`config.mk`:
```
export PLATFORM = sky130hd
export DESIGN_NAME = ptr_load_unit
export DESIGN_NICKNAME = d
export VERILOG_FILES = /design/src/rtl/ptr_load_pkg.sv /design/src/rtl/ptr_load_fetch.sv /design/src/rtl/ptr_load_agen.sv /design/src/rtl/ptr_load_seq.sv /design/src/rtl/ptr_load_unit.sv
export SDC_FILE = /design/constraint.sdc
export NUM_CORES = 1
export LEC_CHECK = 0
export ABC_CLOCK_PERIOD_IN_PS = 7920
export BUFFER_PORTS_ARGS = -buffer_cell sky130_fd_sc_hd__buf_4
export CORE_ASPECT_RATIO = 0.5
export CORE_MARGIN = 1.5
export CORE_UTILIZATION = 35
export DETAILED_ROUTE_END_ITERATION = 6
export GPL_TIMING_DRIVEN = 0
export SYNTH_ARGS = -nofsm -noshare
export SYNTH_HDL_FRONTEND = slang
export SYNTH_SLANG_ARGS = --single-unit
```
`constraint.sdc`:
```
create_clock -name clk_i -period 7.92 [get_ports clk_i]
set_input_delay 0.396 -clock clk_i [delete_from_list [all_inputs] [get_ports clk_i]]
set_output_delay 0.396 -clock clk_i [all_outputs]
set_load 0.02 [all_outputs]
```
`src/rtl/ptr_load_pkg.sv`:
```
package ptr_load_pkg;
  localparam logic [7:0] PREFIX_BYTE = 8'h6D;
  localparam int unsigned NUM_PTR = 4;
  localparam int unsigned PSEL_W = $clog2(NUM_PTR);

  typedef enum logic [1:0] {DST_BC, DST_DE, DST_IX, DST_IY} dst_e;
  typedef enum logic [1:0] {F_PRE, F_SEL, F_DISP} fstate_e;
  typedef enum logic [1:0] {S_IDLE, S_REQ, S_RSP, S_WB} sstate_e;

  typedef struct packed {
    dst_e              dst;
    logic [PSEL_W-1:0] ptr;
    logic [7:0]        disp;
    logic              alt;
  } insn_t;
endpackage

```
`src/rtl/ptr_load_fetch.sv`:
```
module ptr_load_fetch
  import ptr_load_pkg::*;
(
  input  logic       clk_i,
  input  logic       rst_ni,
  input  logic       busy_i,
  input  logic       fetch_valid_i,
  input  logic [7:0] fetch_byte_i,
  input  logic       alt_i,
  output logic       fetch_ready_o,
  output logic       start_o,
  output insn_t      insn_o,
  output logic       illegal_o
);
  fstate_e    state_q;
  logic [3:0] sel_q;
  logic       illegal_q;
  logic       accept;

  assign fetch_ready_o = !busy_i;
  assign accept        = fetch_valid_i && !busy_i;

  always_ff @(posedge clk_i or negedge rst_ni) begin
    if (!rst_ni) begin
      state_q   <= F_PRE;
      sel_q     <= '0;
      illegal_q <= 1'b0;
    end else begin
      illegal_q <= 1'b0;
      if (accept) begin
        case (state_q)
          F_PRE:  if (fetch_byte_i == PREFIX_BYTE) state_q <= F_SEL;
          F_SEL: begin
            if (fetch_byte_i[3:0] != 4'h0) begin
              illegal_q <= 1'b1;
              state_q   <= F_PRE;
            end else begin
              sel_q   <= fetch_byte_i[7:4];
              state_q <= F_DISP;
            end
          end
          F_DISP:  state_q <= F_PRE;
          default: state_q <= F_PRE;
        endcase
      end
    end
  end

  assign start_o     = accept && (state_q == F_DISP);
  assign insn_o.dst  = dst_e'(sel_q[3:2]);
  assign insn_o.ptr  = sel_q[1:0];
  assign insn_o.disp = fetch_byte_i;
  assign insn_o.alt  = alt_i;
  assign illegal_o   = illegal_q;


  illegal_pulse_chk: assert property (@(posedge clk_i) disable iff (!rst_ni)
    illegal_o |=> !illegal_o);

  illegal_no_start_chk: assert property (@(posedge clk_i) disable iff (!rst_ni)
    illegal_o |-> (state_q == F_PRE) && !start_o);
endmodule

```
`src/rtl/ptr_load_agen.sv`:
```
module ptr_load_agen
  import ptr_load_pkg::*;
#(
  parameter int unsigned ADDR_W   = 32,
  parameter int unsigned TAG_W    = 16,
  parameter int unsigned NARROW_W = 20,
  parameter int unsigned WIDE_W   = 24
) (
  input  logic [NUM_PTR-1:0][ADDR_W-1:0] ptr_file_i,
  input  logic [PSEL_W-1:0]              ptr_sel_i,
  input  logic [7:0]                     disp_i,
  input  logic [ADDR_W-1:0]              acc_addr_i,
  input  logic                           wide_i,
  output logic [ADDR_W-1:0]              ea_o,
  output logic [ADDR_W-1:0]              map_addr_o,
  output logic                           logical_o
);
  localparam logic [ADDR_W-1:0] NARROW_MASK = {{(ADDR_W-NARROW_W){1'b0}}, {NARROW_W{1'b1}}};
  localparam logic [ADDR_W-1:0] WIDE_MASK   = {{(ADDR_W-WIDE_W){1'b0}}, {WIDE_W{1'b1}}};

  logic [ADDR_W-1:0] disp_ext;
  logic [ADDR_W-1:0] phys_mask;

  assign disp_ext = {{(ADDR_W-8){disp_i[7]}}, disp_i};
  assign ea_o     = ptr_file_i[ptr_sel_i] + disp_ext;

  assign logical_o  = &acc_addr_i[ADDR_W-1 -: TAG_W];
  assign phys_mask  = wide_i ? WIDE_MASK : NARROW_MASK;
  assign map_addr_o = logical_o ? acc_addr_i : (acc_addr_i & phys_mask);
endmodule

```
`src/rtl/ptr_load_seq.sv`:
```
module ptr_load_seq
  import ptr_load_pkg::*;
#(
  parameter int unsigned ADDR_W = 32,
  parameter int unsigned BYTE_W = 8
) (
  input  logic                clk_i,
  input  logic                rst_ni,
  input  logic                start_i,
  input  dst_e                dst_i,
  input  logic                alt_i,
  input  logic [ADDR_W-1:0]   ea_i,
  output logic                busy_o,
  output logic [ADDR_W-1:0]   acc_addr_o,
  output logic                mem_req_valid_o,
  input  logic                mem_req_ready_i,
  input  logic                mem_rsp_valid_i,
  input  logic [BYTE_W-1:0]   mem_rsp_data_i,
  output logic                wr_en_o,
  output dst_e                wr_dst_o,
  output logic                wr_alt_o,
  output logic [2*BYTE_W-1:0] wr_data_o,
  output logic                done_o
);
  sstate_e           state_q;
  logic              hi_q;
  logic [ADDR_W-1:0] ea_q;
  dst_e              dst_q;
  logic              alt_q;
  logic [BYTE_W-1:0] lo_byte_q, hi_byte_q;

  always_ff @(posedge clk_i or negedge rst_ni) begin
    if (!rst_ni) begin
      state_q   <= S_IDLE;
      hi_q      <= 1'b0;
      ea_q      <= '0;
      dst_q     <= DST_BC;
      alt_q     <= 1'b0;
      lo_byte_q <= '0;
      hi_byte_q <= '0;
    end else begin
      case (state_q)
        S_IDLE: if (start_i) begin
          ea_q    <= ea_i;
          dst_q   <= dst_i;
          // index destinations never take the alternate copy
          alt_q   <= alt_i && (dst_i inside {DST_BC, DST_DE});
          hi_q    <= 1'b0;
          state_q <= S_REQ;
        end
        S_REQ: if (mem_req_ready_i) state_q <= S_RSP;
        S_RSP: if (mem_rsp_valid_i) begin
          if (!hi_q) begin
            lo_byte_q <= mem_rsp_data_i;
            hi_q      <= 1'b1;
            state_q   <= S_REQ;
          end else begin
            hi_byte_q <= mem_rsp_data_i;
            state_q   <= S_WB;
          end
        end
        S_WB:    state_q <= S_IDLE;
        default: state_q <= S_IDLE;
      endcase
    end
  end

  assign busy_o          = (state_q != S_IDLE);
  assign acc_addr_o      = ea_q + {{(ADDR_W-1){1'b0}}, hi_q};
  assign mem_req_valid_o = (state_q == S_REQ);
  assign wr_en_o         = (state_q == S_WB);
  assign done_o          = (state_q == S_WB);
  assign wr_dst_o        = dst_q;
  assign wr_alt_o        = alt_q;
  assign wr_data_o       = {hi_byte_q, lo_byte_q};


  req_hold_chk: assert property (@(posedge clk_i) disable iff (!rst_ni)
    mem_req_valid_o && !mem_req_ready_i |=> mem_req_valid_o && $stable(acc_addr_o));

  done_pulse_chk: assert property (@(posedge clk_i) disable iff (!rst_ni)
    done_o |=> !done_o && !wr_en_o);

  index_alt_chk: assert property (@(posedge clk_i) disable iff (!rst_ni)
    wr_en_o && (wr_dst_o inside {DST_IX, DST_IY}) |-> !wr_alt_o);

  second_addr_chk: assert property (@(posedge clk_i) disable iff (!rst_ni)
    (state_q == S_RSP) && mem_rsp_valid_i && !hi_q |=> acc_addr_o == $past(acc_addr_o) + 1);

  wb_after_rsp_chk: assert property (@(posedge clk_i) disable iff (!rst_ni)
    $rose(wr_en_o) |-> $past(mem_rsp_valid_i));
endmodule

```
`src/rtl/ptr_load_unit.sv`:
```
module ptr_load_unit
  import ptr_load_pkg::*;
#(
  parameter int unsigned ADDR_W   = 32,
  parameter int unsigned TAG_W    = 16,
  parameter int unsigned NARROW_W = 20,
  parameter int unsigned WIDE_W   = 24
) (
  input  logic                           clk_i,
  input  logic                           rst_ni,
  input  logic                           fetch_valid_i,
  input  logic [7:0]                     fetch_byte_i,
  output logic                           fetch_ready_o,
  input  logic                           alt_i,
  input  logic                           phys24_i,
  input  logic [NUM_PTR-1:0][ADDR_W-1:0] ptr_file_i,
  output logic                           mem_req_valid_o,
  input  logic                           mem_req_ready_i,
  output logic [ADDR_W-1:0]              mem_req_addr_o,
  output logic                           mem_req_xlate_o,
  input  logic                           mem_rsp_valid_i,
  input  logic [7:0]                     mem_rsp_data_i,
  output logic                           wr_en_o,
  output logic [1:0]                     wr_dst_o,
  output logic                           wr_alt_o,
  output logic [15:0]                    wr_data_o,
  output logic                           done_o,
  output logic                           illegal_o
);
  logic              busy, start;
  insn_t             insn;
  logic [ADDR_W-1:0] ea, acc_addr;
  dst_e              dst;

  ptr_load_fetch u_fetch (
    .clk_i, .rst_ni,
    .busy_i        (busy),
    .fetch_valid_i,
    .fetch_byte_i,
    .alt_i,
    .fetch_ready_o,
    .start_o       (start),
    .insn_o        (insn),
    .illegal_o
  );

  ptr_load_agen #(
    .ADDR_W(ADDR_W), .TAG_W(TAG_W), .NARROW_W(NARROW_W), .WIDE_W(WIDE_W)
  ) u_agen (
    .ptr_file_i,
    .ptr_sel_i  (insn.ptr),
    .disp_i     (insn.disp),
    .acc_addr_i (acc_addr),
    .wide_i     (phys24_i),
    .ea_o       (ea),
    .map_addr_o (mem_req_addr_o),
    .logical_o  (mem_req_xlate_o)
  );

  ptr_load_seq #(.ADDR_W(ADDR_W), .BYTE_W(8)) u_seq (
    .clk_i, .rst_ni,
    .start_i    (start),
    .dst_i      (insn.dst),
    .alt_i      (insn.alt),
    .ea_i       (ea),
    .busy_o     (busy),
    .acc_addr_o (acc_addr),
    .mem_req_valid_o,
    .mem_req_ready_i,
    .mem_rsp_valid_i,
    .mem_rsp_data_i,
    .wr_en_o,
    .wr_dst_o   (dst),
    .wr_alt_o,
    .wr_data_o,
    .done_o
  );

  assign wr_dst_o = dst;


  xlate_tag_chk: assert property (@(posedge clk_i) disable iff (!rst_ni)
    mem_req_valid_o && mem_req_xlate_o |-> &mem_req_addr_o[ADDR_W-1 -: TAG_W]);

  phys_mask_chk: assert property (@(posedge clk_i) disable iff (!rst_ni)
    mem_req_valid_o && !mem_req_xlate_o |->
      (mem_req_addr_o >> (phys24_i ? WIDE_W : NARROW_W)) == '0);

  busy_fetch_chk: assert property (@(posedge clk_i) disable iff (!rst_ni)
    mem_req_valid_o |-> !fetch_ready_o);

  illegal_no_req_chk: assert property (@(posedge clk_i) disable iff (!rst_ni)
    illegal_o |-> !mem_req_valid_o && !wr_en_o);
endmodule

```
==> metrics.txt, run 1 <==
Flop pwr share=0.332; clock skew=0.005779 ns; met2 wire len=6.413 mm; layout cells sized above 1=0.4046; Antenna diodes=0; cell with the most instances after synthesis=nand2_1; period utilization=0.5673; CTS Sinks=61; setup TNS=0 ns; critical path startpoint category=register; CTS tree=yes; Mapped Cells=521; Tightest Pin Transition=0.9241 ns; P&R area growth vs syn=39.94%; hold slack final=0.1467 ns; Initial Utilization=0.3593; slowest CP cell=buf_1; 1st-iter DRT viols=160; Unique masters post-synth=63; top flip-flop cell by instance count after synthesis=dfrtp_1; Nets=924; total die area=15680 um^2; drt drc=0; drt first pass iters=5; MaxCap Viol Count=0; Net Sw Power=321.4 uW; pin count of the biggest net entering global routing=62; dpl cells=926; total CTS buffers=9; Synth top area share=0.2928; min Tclk post-route=4.493 ns; Fillers=1402; max frequency=222.6 MHz; status=finished, final reports clean; Syn Nets=706; synth top area cells=dfrtp_1 29%, mux4_2 14%, ha_1 7.9%; first-pass GRT wire length=22.59 mm; Clk network pwr share=0.339; CORE AREA=14510 um^2; antenna viol nets, final=0; cell taking the most area after synthesis=dfrtp_1; number of global-route vias before repair=4667; wirelength, routed=13.96 mm; GP Congestion=0.8508; Slew Viols, Final=0; Post-synth EDFFs=0; register clock-pin slew on the reported worst setup and hold paths=0.05 ns; Net Sw Frac=0.3000; hold_buf cts=0; Setup CP Type=register to register; type of the worst min-delay path=input pin to async pin; Cell Area, Synth=5212 um^2; synth cell count leaders=69 x nand2_1, 61 x dfrtp_1, 38 x o21ai_0; Pwr Density=146.9 nW/um^2; Leakage=0.003487 uW; Yosys warning count=0; relative slew slack=0.3839; CTS Buffer Depth=2; total setup buffers inserted after CTS=0; Critical Path Sink Type=register; grt total ovfl=0; Setup-failing EPs final=0; Int Power=750.0 uW; DR WL met3=527 um; met1 wire length=6.841 mm; CP required=8.11 ns; worst skew pair latency=0.33 ns; Worst path max stage delay=0.67 ns; boundary pin count=208; worst-path fanout max=10; Hold Vio Cnt, Final=0; Buffers on Ports=207; Logic pwr share=0.329; Non-Filler Instances=942; Worst path most repeated cell=o221a_2; Via Count=4704; HPWL after detailed placement=11.43 mm; Mean Syn Cell Area=10.00 um^2; Die H=89.30 um; FP Rows=31; die width=175.6 um; RSZ-0062 raised after global routing=false; antenna violations before repair=0; fraction of registers with async set/reset=1.000; WP data arrival=4.68 ns; vias per inst=4.994; routed len/inst=14.82 um; #FFs+latches synth=61; Highest Signal Layer=met4; post_cts resized=0; GR Util All Layers=0.1833; VDD IR max=0.09971 mV; CTS HTree Levels=3; crit-path cells=clkbuf_1 -> buf_1 -> mux4_2 -> ha_1 -> a211oi_1 -> o21ai_1 -> o221a_2 -> o2111ai_1 -> a21oi_1 -> o221ai_1 -> o221a_2 -> xnor2_1 -> o21ai_0; Seq/Total Area, Yosys=0.2928; clock root cell=clkbuf_16
## registers in the layout, indices dropped and copies added (netlist names), 2 cells and up
signal           cells
u_seq.state_q        2
u_seq.ea_q          32
u_fetch.state_q      2
u_seq.hi_byte_q      8
u_seq.wr_dst_o       2
u_seq.lo_byte_q      8
u_fetch.sel_q        4
## final cells by class
type                            count  area, um^2  area share
Tap cell                          198       247.7     0.03396
Inverter                           10       37.54    0.005146
Clock buffer                       13       260.3     0.03568
Timing Repair Buffer              207        1554      0.2130
Sequential cell                    61        1526      0.2093
Buffer                             21       90.09     0.01235
Clock inverter                      3       20.02    0.002744
Multi-Input combinational cell    429        3558      0.4878
## critical path: cells and delay by family (launching register included)
| kind | cells | cell delay (ns) |
|---|---|---|
| AOI/OAI and AO/OA | 8 | 1.95 |
| muxes | 1 | 0.61 |
| xor gates and xnor gates | 1 | 0.11 |
| adders and majority gates | 1 | 0.36 |
| DFF | 1 | 0.32 |
| buffers and inverters | 2 | 0.99 |
## routing by layer
| layer | track usage | up-vias |
|---|---|---|
| li1 | - | 2369 |
| met1 | 0.2453 | 2213 |
| met2 | 0.3097 | 106 |
| met3 | 0.03189 | 16 |
| met4 | 0.05284 | 0 |
| met5 | 0 | - |
## metrics by stage
step | area [um^2] | worst slack [ns] | total power (uW) | utilization
finish | 7295 | 3.427 | 1071 | 0.5028
global route | 7295 | 2.960 | 1135 | 0.5028
CTS | 7295 | 3.376 | 1085 | 0.5028
detailed placement | 7014 | 3.400 | 716.5 | 0.4835
global placement | 7014 | 3.425 | 711.7 | 0.4835
floorplan | 5213 | 4.022 | 565.3 | -
## logic make-up (layout without fill, tap and decap cells)
kind of cell,after synthesis,count (layout),synth area share
buffers and inverters,31,254,0.02448
muxes,61,61,0.2007
and+or+nand+nor,167,167,0.1666
AOI/OAI and AO/OA,116,116,0.1402
adders and majority gates,34,34,0.08305
xor gates and xnor gates,51,51,0.09217
DFF,61,61,0.2928
## power by group through the flow
stage / logic [uW] / registers (uW) / clock network, uW
after floorplan: 179 / 386 / 0
after global placement: 351 / 361 / 0
after detailed placement: 355 / 362 / 0
after CTS: 356 / 356 / 373
after global routing: 387 / 358 / 389
final: 353 / 356 / 363
## layout by cell type (no fill, tap or decap), drive strengths merged, types with 2 or more instances in the layout
cell type,Yosys,final
a21boi,3,3
a21o,14,14
a21oi,27,27
a22o,2,2
a41oi,2,2
and2,5,5
and3,8,8
buf,6,213
clkbuf,15,28
clkinvlp,0,2
dfrtp,61,61
ha,33,33
inv,10,10
mux2,28,28
mux4,32,32
nand2,69,69
nand2b,6,6
nand3,18,18
nand3b,2,2
nand4,7,7
nor2,24,24
nor2b,3,3
nor3,14,14
o211ai,4,4
o21a,5,5
o21ai,41,41
o221a,2,2
o31ai,4,4
or2,3,3
or3,4,4
xnor2,31,31
xor2,20,20
## worst paths after layout
check	cells after the start	startpoint	slack (ns)	to
setup / recovery	13	u_fetch.sel_q[0]$_DFFE_PN0P_	3.43	u_seq.ea_q[28]$_DFFE_PN0P_
hold / removal	1	rst_ni	0.15	u_seq.ea_q[18]$_DFFE_PN0P_
setup reg to reg	13	u_fetch.sel_q[0]$_DFFE_PN0P_	3.43	u_seq.ea_q[28]$_DFFE_PN0P_
hold reg to reg	2	u_seq.ea_q[27]$_DFFE_PN0P_	0.48	u_seq.ea_q[27]$_DFFE_PN0P_
max in group asynchronous	1	rst_ni	7.25	u_seq.hi_byte_q[4]$_DFFE_PN0P_
min in group clk_i	2	fetch_byte_i[1]	0.28	u_fetch.state_q[0]$_DFFE_PN0P_
(Power assumes the default switching activity.)
==> run 2, diff against run 1 <==
- ABC_CLOCK_PERIOD_IN_PS: 7920 -> 4600
- clock period: 7.92 -> 4.6 ns (I/O delays scaled with it)
==> run 2 against run 1 <==
Against the previous run: the run now ends with negative hold slack left; die area unchanged; global-route usage unchanged; sequential cell count unchanged; maximum frequency up 7.2%; core utilization about the same; via count unchanged; clock power up 72%; setup slack worse by 3.0 ns; first-iteration DRC count unchanged; hold slack worse by 0.17 ns; combinational power up 72%.
==> metrics.txt, run 2 (synthesized netlist as in run 1, its figures left out) <==
status=finished, violations left (was finished, final reports clean); failing checks=negative hold slack; MaxCap Viol Count=0 (unchanged); Buffers on Ports=207 (unchanged); CTS HTree Levels=3 (unchanged); Setup CP Type=register to register (unchanged); Antenna diodes=0 (unchanged); register clock-pin slew on the reported worst setup and hold paths=0.05 ns (about the same); Hold Vio Cnt, Final=24 (was 0); antenna viol nets, final=0 (unchanged); Slew Viols, Final=0 (unchanged); drt drc=0 (unchanged); FP Rows=31 (unchanged); Nets=924 (unchanged); CTS Sinks=61 (unchanged); WP data arrival=4.37 ns (was 4.68 ns); Largest register FFs=32 (unchanged); GR Util All Layers=0.1833 (unchanged); Critical Path Sink Type=register (unchanged); vias per inst=4.994 (unchanged); Die H=89.30 um (unchanged); layout cells sized above 1=0.4059 (was 0.4046); commonest non-fill, non-tap cell in the layout=buf_4 (unchanged); total CTS buffers=9 (unchanged); wirelength, routed=13.96 mm (unchanged); CTS Buffer Depth=2 (unchanged); Via Count=4704 (unchanged); FF-to-FF setup slack=0.41 ns (was 3.43 ns); Initial Utilization=0.3593 (unchanged); clock skew=0.005779 ns (unchanged); drt first pass iters=5 (unchanged); 1st-iter DRT viols=160 (unchanged); biggest regs=u_seq.ea_q x32, u_seq.hi_byte_q x8, u_seq.lo_byte_q x8 (unchanged); CTS tree=yes (unchanged); most frequent cells in the layout=208 x buf_4, 69 x nand2_1, 61 x dfrtp_1 (unchanged); antenna violations before repair=0 (unchanged); hold_buf cts=0 (unchanged); crit-path cells=clkbuf_1 -> buf_1 -> mux4_2 -> ha_1 -> a21o_1 -> a31o_2 -> a41o_1 -> a21oi_1 -> o21ai_1 -> a41oi_1 -> xnor2_1 -> o21ai_0 (was clkbuf_1 -> buf_1 -> mux4_2 -> ha_1 -> a211oi_1 -> o21ai_1 -> o221a_2 -> o2111ai_1 -> a21oi_1 -> o221ai_1 -> o221a_2 -> xnor2_1 -> o21ai_0); relative slew slack=0.3840 (was 0.3839); pin count of the biggest net entering global routing=62 (unchanged); critical path startpoint category=register (unchanged); VDD IR max=0.1717 mV (was 0.09971 mV); worst-path fanout max=10 (unchanged); die width=175.6 um (unchanged); total die area=15680 um^2 (unchanged); type of the worst min-delay path=input pin to async pin (unchanged); Leakage=0.003491 uW (was 0.003487 uW); Pwr Density=252.9 nW/um^2 (was 146.9 nW/um^2); HPWL after detailed placement=11.43 mm (unchanged); hold slack final=-0.01931 ns (was 0.1467 ns); period utilization=0.9108 (was 0.5673); setup TNS=0 ns (unchanged); Worst path max stage delay=0.74 ns (was 0.67 ns); slowest CP cell=buf_1 (unchanged); first-pass GRT wire length=22.59 mm (unchanged); CP top delay family=compound AO/OA/AOI/OAI gates (unchanged); GP Congestion=0.8508 (unchanged); RSZ-0062 raised after global routing=false (unchanged); grt total ovfl=0 (unchanged); number of global-route vias before repair=4667 (unchanged); Setup-failing EPs final=0 (unchanged); clock root cell=clkbuf_16 (unchanged); max frequency=238.7 MHz (was 222.6 MHz); routed len/inst=14.82 um (unchanged); worst skew pair latency=0.33 ns (about the same); boundary pin count=208 (unchanged); CP required=4.78 ns (was 8.11 ns); CORE AREA=14510 um^2 (unchanged); register bank with the most flops=u_seq.ea_q (unchanged); Tightest Pin Transition=0.9241 ns (about the same); P&R area growth vs syn=39.97% (was 39.94%); Buf/Inv on CP=2 (unchanged); min Tclk post-route=4.190 ns (was 4.493 ns)
run 2: cell counts in the layout (fill, tap and decap cells not counted):
No cell type changed its count.
run 2: final cells by class:
type	instances	area, um^2
Timing Repair Buffer	207	1554
Buffer	21	91.34
Multi-Input combinational cell	429	3558
Sequential cell	61	1526
Clock buffer	13	260.3
Fill cell	1402	7211
Tap cell	198	247.7
Inverter	10	37.54
Clock inverter	3	20.02
run 2: per-stage QoR:
step                total power [uW]  cells  instance area, um^2    util  worst slack [ns]
floorplan                      973.3    521                 5213       -            0.7016
global placement                1225    926                 7014  0.4835            0.1054
detailed placement              1234    926                 7014  0.4835           0.08000
CTS                             1869    942                 7295  0.5028           0.05550
global route                    1954    942                 7296  0.5029          0.002525
finish                          1845    942                 7296  0.5029            0.4102
run 2: report_power, final:
group | internal [uW] | leakage (uW) | switching [uW]
logic | 314 | 0.00253 | 292
registers | 584 | 0.000829 | 28.7
clock network | 393 | 0.000132 | 232
total | 1290 | 0.00349 | 553
run 2: timing repair:
item                                    in CTS  in global routing
resized for setup                            0                  3
endpoints found under the setup margin       0                 11
setup buffers                                0                  0
hold endpoints to repair                     0                  0
run 2: per-layer routing:
layer | vias up | wire length (um) | GRT usage
li1 | 2369 | - | -
met1 | 2213 | 6841 | 0.2453
met2 | 106 | 6413 | 0.3097
met3 | 16 | 527 | 0.03189
met4 | 0 | 176 | 0.05284
met5 | - | 0 | 0
run 2: worst paths after layout:
kind | cells past startpoint | end | startpoint
min in group clk_i | 2 | u_fetch.state_q[0]$_DFFE_PN0P_ | fetch_byte_i[1]
max in group asynchronous | 1 | u_seq.hi_byte_q[4]$_DFFE_PN0P_ | rst_ni
setup / recovery | 12 | u_seq.ea_q[31]$_DFFE_PN0P_ | u_fetch.sel_q[0]$_DFFE_PN0P_
setup reg to reg | 12 | u_seq.ea_q[31]$_DFFE_PN0P_ | u_fetch.sel_q[0]$_DFFE_PN0P_
hold / removal | 1 | u_seq.ea_q[18]$_DFFE_PN0P_ | rst_ni
hold reg to reg | 2 | u_seq.ea_q[27]$_DFFE_PN0P_ | u_seq.ea_q[27]$_DFFE_PN0P_
run 2: worst reg2reg max path, delay by kind of cell, from the launching register on:
family,cells,cell delay [ns]
AO/OA/AOI/OAI,7,1.52
XOR/XNOR,1,0.16
adder cells (fa/ha/maj),1,0.36
buffers and inverters,2,1.05
flip-flops,1,0.32
multiplexers,1,0.62
